File: config.mk
export PLATFORM = sky130hd
export DESIGN_NAME = trim_bank
export DESIGN_NICKNAME = d
export VERILOG_FILES = /design/src/rtl/trim_bank_pkg.sv /design/src/rtl/trim_addr_dec.sv /design/src/rtl/trim_lock_field.sv /design/src/rtl/trim_bank.sv
export SDC_FILE = /design/constraint.sdc
export NUM_CORES = 1
export LEC_CHECK = 0
export BUFFER_PORTS_ARGS = -buffer_cell sky130_fd_sc_hd__buf_2
export CAP_MARGIN = 10
export CORE_UTILIZATION = 58
export CTS_BUF_LIST = sky130_fd_sc_hd__clkbuf_8
export CTS_CLUSTER_SIZE = 8
export DETAILED_ROUTE_END_ITERATION = 7
export PLACE_DENSITY = 0.95
export SKIP_LAST_GASP = 1
export SYNTH_ARGS = -nofsm -noshare
export SYNTH_HDL_FRONTEND = slang
export SYNTH_HIERARCHICAL = 1
export SYNTH_SLANG_ARGS = --single-unit
File: constraint.sdc
create_clock -name clk -period 3.8 [get_ports clk]
set_input_delay 0.76 -clock clk [delete_from_list [all_inputs] [get_ports clk]]
set_output_delay 0.76 -clock clk [all_outputs]
set_load 0.02 [all_outputs]
File: src/rtl/trim_bank_pkg.sv
package trim_bank_pkg;
  localparam int NREG     = 4;
  localparam int LOCK_IDX = 1;
  localparam int RSVD_IDX = 2;
  localparam int CODE_W   = 3;
  localparam int B_LOCK   = 7;
  localparam int B_EN     = 6;
  localparam int MID_LO   = CODE_W;
  localparam int MID_HI   = B_EN - 1;
  localparam int MID_W    = MID_HI - MID_LO + 1;
  typedef logic [7:0] byte_t;
endpackage

File: src/rtl/trim_addr_dec.sv
module trim_addr_dec
  import trim_bank_pkg::*;
#(
  parameter int ADDR_W = 8,
  parameter logic [ADDR_W-1:0] BASE = 8'hF0
) (
  input  logic [ADDR_W-1:0]      addr,
  input  logic                   wr,
  input  logic                   word,
  input  logic [15:0]            wdata,
  output logic [NREG-1:0]        we,
  output logic [NREG-1:0][7:0]   wbyte
);
  logic       hit;
  logic [1:0] idx;

  always_comb begin
    hit   = (addr[ADDR_W-1:2] == BASE[ADDR_W-1:2]);
    idx   = addr[1:0];
    we    = '0;
    wbyte = '0;
    if (wr && hit) begin
      if (word) begin
        we[{idx[1], 1'b0}]    = 1'b1;
        wbyte[{idx[1], 1'b0}] = wdata[7:0];
        we[{idx[1], 1'b1}]    = 1'b1;
        wbyte[{idx[1], 1'b1}] = wdata[15:8];
      end else begin
        we[idx]    = 1'b1;
        wbyte[idx] = wdata[7:0];
      end
    end
  end
endmodule

File: src/rtl/trim_lock_field.sv
module trim_lock_field #(
  parameter int CODE_W = 3,
  parameter logic [CODE_W-1:0] CODE_DEF = '0
) (
  input  logic              clk,
  input  logic              rst,
  input  logic              we,
  input  logic              wr_lock,
  input  logic              wr_en,
  input  logic [CODE_W-1:0] wr_code,
  output logic              lock_q,
  output logic              en_q,
  output logic [CODE_W-1:0] code_q
);
  always_ff @(posedge clk) begin
    if (rst) begin
      lock_q <= 1'b0;
      en_q   <= 1'b0;
      code_q <= CODE_DEF;
    end else if (we && !lock_q) begin
      en_q   <= wr_en;
      lock_q <= wr_lock && wr_en;
      if (wr_en) code_q <= wr_code;
    end
  end

  p_lock_sticky_r8: assert property (@(posedge clk) disable iff (rst)
    lock_q |=> lock_q);
  p_frozen_r8: assert property (@(posedge clk) disable iff (rst)
    lock_q |=> ($stable(code_q) && $stable(en_q)));
  p_lock_needs_en_r7: assert property (@(posedge clk) disable iff (rst)
    $rose(lock_q) |-> en_q);
  p_code_hold_r6: assert property (@(posedge clk) disable iff (rst)
    !we |=> $stable(code_q));
endmodule

File: src/rtl/trim_bank.sv
module trim_bank
  import trim_bank_pkg::*;
#(
  parameter int ADDR_W = 8,
  parameter logic [ADDR_W-1:0] BASE = 8'hF0,
  parameter logic [7:0] DEF0 = 8'h5A,
  parameter logic [MID_W-1:0] DEF1_MID = 3'b010,
  parameter logic [CODE_W-1:0] DEF1_CODE = 3'd4,
  parameter logic [7:0] DEF3 = 8'hA5
) (
  input  logic              clk,
  input  logic              rst,
  input  logic              lowpwr_i,
  input  logic [ADDR_W-1:0] bus_addr,
  input  logic              bus_wr,
  input  logic              bus_rd,
  input  logic              bus_word,
  input  logic [15:0]       bus_wdata,
  output logic [15:0]       bus_rdata,
  output logic              bus_rvalid,
  output logic [7:0]        trim0_o,
  output logic [7:0]        trim1_o,
  output logic [7:0]        trim3_o
);
  localparam logic [ADDR_W-1:0] RSVD_ADDR = BASE + ADDR_W'(RSVD_IDX);

  logic [NREG-1:0]      we;
  logic [NREG-1:0][7:0] wbyte;
  byte_t                regs [NREG];

  trim_addr_dec #(.ADDR_W(ADDR_W), .BASE(BASE)) u_dec (
    .addr(bus_addr), .wr(bus_wr), .word(bus_word), .wdata(bus_wdata),
    .we(we), .wbyte(wbyte)
  );

  for (genvar i = 0; i < NREG; i++) begin : g_reg
    if (i == LOCK_IDX) begin : g_lock
      logic              lk, en;
      logic [CODE_W-1:0] code;
      logic [MID_W-1:0]  mid_q;
      trim_lock_field #(.CODE_W(CODE_W), .CODE_DEF(DEF1_CODE)) u_field (
        .clk(clk), .rst(rst), .we(we[i]),
        .wr_lock(wbyte[i][B_LOCK]), .wr_en(wbyte[i][B_EN]),
        .wr_code(wbyte[i][CODE_W-1:0]),
        .lock_q(lk), .en_q(en), .code_q(code)
      );
      always_ff @(posedge clk) begin
        if (rst)        mid_q <= DEF1_MID;
        else if (we[i]) mid_q <= wbyte[i][MID_HI:MID_LO];
      end
      assign regs[i] = {lk, en, mid_q, code};
    end else if (i == RSVD_IDX) begin : g_rsvd
      logic unused_rsvd;
      assign unused_rsvd = ^{we[i], wbyte[i]};
      assign regs[i] = 8'h00;
    end else begin : g_plain
      localparam logic [7:0] DEF = (i == 0) ? DEF0 : DEF3;
      byte_t q;
      always_ff @(posedge clk) begin
        if (rst)        q <= DEF;
        else if (we[i]) q <= wbyte[i];
      end
      assign regs[i] = q;
    end
  end

  logic       rd_hit;
  logic [1:0] rd_idx;
  logic [15:0] rd_val;
  always_comb begin
    rd_hit = (bus_addr[ADDR_W-1:2] == BASE[ADDR_W-1:2]);
    rd_idx = bus_addr[1:0];
    rd_val = '0;
    if (rd_hit) begin
      if (bus_word) rd_val = {regs[{rd_idx[1], 1'b1}], regs[{rd_idx[1], 1'b0}]};
      else          rd_val = {8'h00, regs[rd_idx]};
    end
  end

  always_ff @(posedge clk) begin
    if (rst) begin
      bus_rdata  <= '0;
      bus_rvalid <= 1'b0;
    end else begin
      bus_rvalid <= bus_rd;
      if (bus_rd) bus_rdata <= rd_val;
    end
  end

  assign trim0_o = regs[0];
  assign trim1_o = regs[LOCK_IDX];
  assign trim3_o = regs[3];

  p_retain_r4: assert property (@(posedge clk) disable iff (rst)
    (lowpwr_i && !bus_wr) |=> ($stable(trim0_o) && $stable(trim1_o) && $stable(trim3_o)));
  p_rsvd_zero_r2: assert property (@(posedge clk) disable iff (rst)
    (bus_rd && !bus_word && bus_addr == RSVD_ADDR) |=> (bus_rdata == 16'h0000));
  p_rvalid_r9: assert property (@(posedge clk) disable iff (rst)
    bus_rd |=> bus_rvalid);
endmodule

==> metrics.md <==
| Metric | Value |
|---|---|
| GR Util All Layers | 29.03% |
| Int Pwr | between 600 and 700 uW |
| GR Overflow Total | 0 |
| I/O Buffers | between 60 and 70 |
| Crit-path max FO | 19 |
| Critical Path Start Type | input pin |
| Clock root cell | clkbuf_8 |
| Routed WL per cell | around 17 um |
| VDD IR max | approximately 0.17 mV |
| CTS tree | built |
| Critical path arrival | roughly 2.8 ns |
| Register-to-register setup slack | 2.75 ns |
| Via Count | approximately 2300 |
| Vias in the first global route | 1966 |
| Total CTS buffers | 5 |
| Routed Wire Length | slightly above 6000 um |
| NumNets Final | between 300 and 400 |
| DRT Pass-1 Iters | 4 |
| Outcome | complete, no violations |
| Io pins | 71 |
| CP endpoint kind | flop |
| Worst-margin pin slew | between 0.7 and 0.8 ns |
| Die area | around 0.0045 mm^2 |
| Syn Area/Cell | ~9.6 um^2 |
| Clock tree sinks | between 40 and 50 |
| HPWL after DPL | 4524 um |
| Final setup TNS | 0 ns |
| Synth warnings | 6 |
| Worst EP required | 3.96 ns |
| P per Cell Area | roughly 290 mW/mm^2 |
| Die H | 67.34 um |
| Hold buffers post-CTS | 0 |
| Synthesized area | 0.002476 mm^2 |
| Initial Util | between 60 and 70% |
| Flop pwr share | a little over half |
| Die width | slightly below 70 um |
| Final worst path period share | between 60% and 70% |
| Vias per Instance | 6.281 |
| Inserted Diodes | 0 |
| Share of cells above drive strength 1 | a little under a third |
| Core area | between 0.004 and 0.005 mm^2 |
| Htree depth | 2 |
| Switching power total | approximately 210 uW |
| Pre-CTS WS | between 0.8 and 0.9 ns |
| Syn_nets | approximately 290 |
| Final setup vio count | 0 |
| Final WS setup | between 1 and 1.5 ns |
| Setup repair after global routing missed its margin | false |
| Area Growth Syn to Fin | 15.01% |
| CTS Buffer Depth | 2 |
| Crit Path Class | in2reg |
| Antenna violations before repair | 0 |
| First-pass GRT wire length | about 10000 um |
| Setup bufs post-CTS | 0 |
| MaxCap Viol Count | 0 |
| Max Slew Vio Count | 0 |
| Clock power share | about a third |
| Clock Latency Late Sink | 0.29 ns |
| Final hold vios | 0 |
| FP Rows | 23 |
| Hold Crit Class | reg2reg |
| Reg clk slew, reported paths | around 0.070 ns |
| Post-CTS sizing | 0 |
| Rel. slew slack | roughly half |
| Post-route total power | about 820 uW |
| DR iter-0 viols | approximately 140 |
| Maximum clock rate | 379.7 MHz |
| Combinational power share | between 10% and 20% |
| Final min period | around 2.6 ns |
| Routability cong. | 0.8388 |
| Leakage | roughly 0.0011 uW |
| Sw Ratio | about a quarter |
| Number of remaining DRC errors | 0 |
| ANT nets after route | 0 |
| Pin count of the biggest net entering global routing | 43 |
| Final setup skew | between 0.003 and 0.004 ns |
| Mapped Cells | approximately 260 |
critical path, cell delays in order:
cell and delay (ns):
buf_2 0.15, or3b_1 0.69, nor4_2 0.64, buf_4 0.27
mux2i_1 0.22, nor2_1 0.05
cells in the final DEF (no fill, tap or decap), drive strengths merged, types with 2 or more instances in the layout:
cell     instances
o32ai           16
inv             11
nor2            15
nand2            2
nand3            8
a2bb2oi          8
a21oi            2
nor4            11
nand3b           9
nor3             2
nor2b           11
buf             74
a211o            9
mux2i           28
nand4b           8
or4bb           14
nand4            2
dfxtp           41
clkbuf           6
nand2b           9
nand4bb          2
a211oi          16
registers in the layout, indices dropped and copies added (netlist names):
register	count
bus_rdata	16
trim0_o	8
trim3_o	8
g.g_lock.mid_q	3
g.g_lock.u_field/code_q	3
bus_rvalid	1
g.g_lock.u_field/en_q	1
g.g_lock.u_field/lock_q	1
routing by layer:
layer  global-route usage (%)  wire length, um
met1                    38.64             2763
met3                    6.588              368
met2                    44.25             2908
met5                        0                0
met4                    13.30              188
per-stage QoR:
stage	util (%)	instances	hold slack (ns)	area (um^2)
2_1_floorplan	-	257	0.4727	2476
3_3_place_gp	68.05	352	0.4648	2761
3_5_place_dp	68.05	352	0.4669	2761
4_1_cts	70.18	359	0.4784	2848
5_1_grt	70.18	359	0.4975	2848
6_report	70.18	359	0.4757	2848
worst paths after layout:
kind                                                startpoint                           endpoint  cells past startpoint
worst max-delay path                               bus_addr[3]                         trim3_o[1]                      6
worst min-delay path                              bus_rdata[6]                       bus_rdata[6]                      2
worst max register to register  g_reg[1].g_lock.u_field/lock_q  g_reg[1].g_lock.u_field/code_q[0]                      3
worst min register to register                    bus_rdata[6]                       bus_rdata[6]                      2
power by group through the flow:
stage	registers, uW	clock network (uW)	logic, uW
detailed placement	441	0	99.5
CTS	431	290	99.2
floorplan	442	0	70.8
finish	431	286	101
global placement	441	0	95.7
global route	431	310	109
area by class of cell:
| type | count | area [um^2] |
|---|---|---|
| tap | 50 | 62.56 |
| inverter | 11 | 41.29 |
| clock inverter | 1 | 3.754 |
| timing repair buffer | 74 | 382.9 |
| fill | 295 | 1210 |
| sequential | 41 | 820.8 |
| multi-input combinational | 176 | 1454 |
| clock buffer | 6 | 82.58 |
Power figures use the tool's default switching activity.
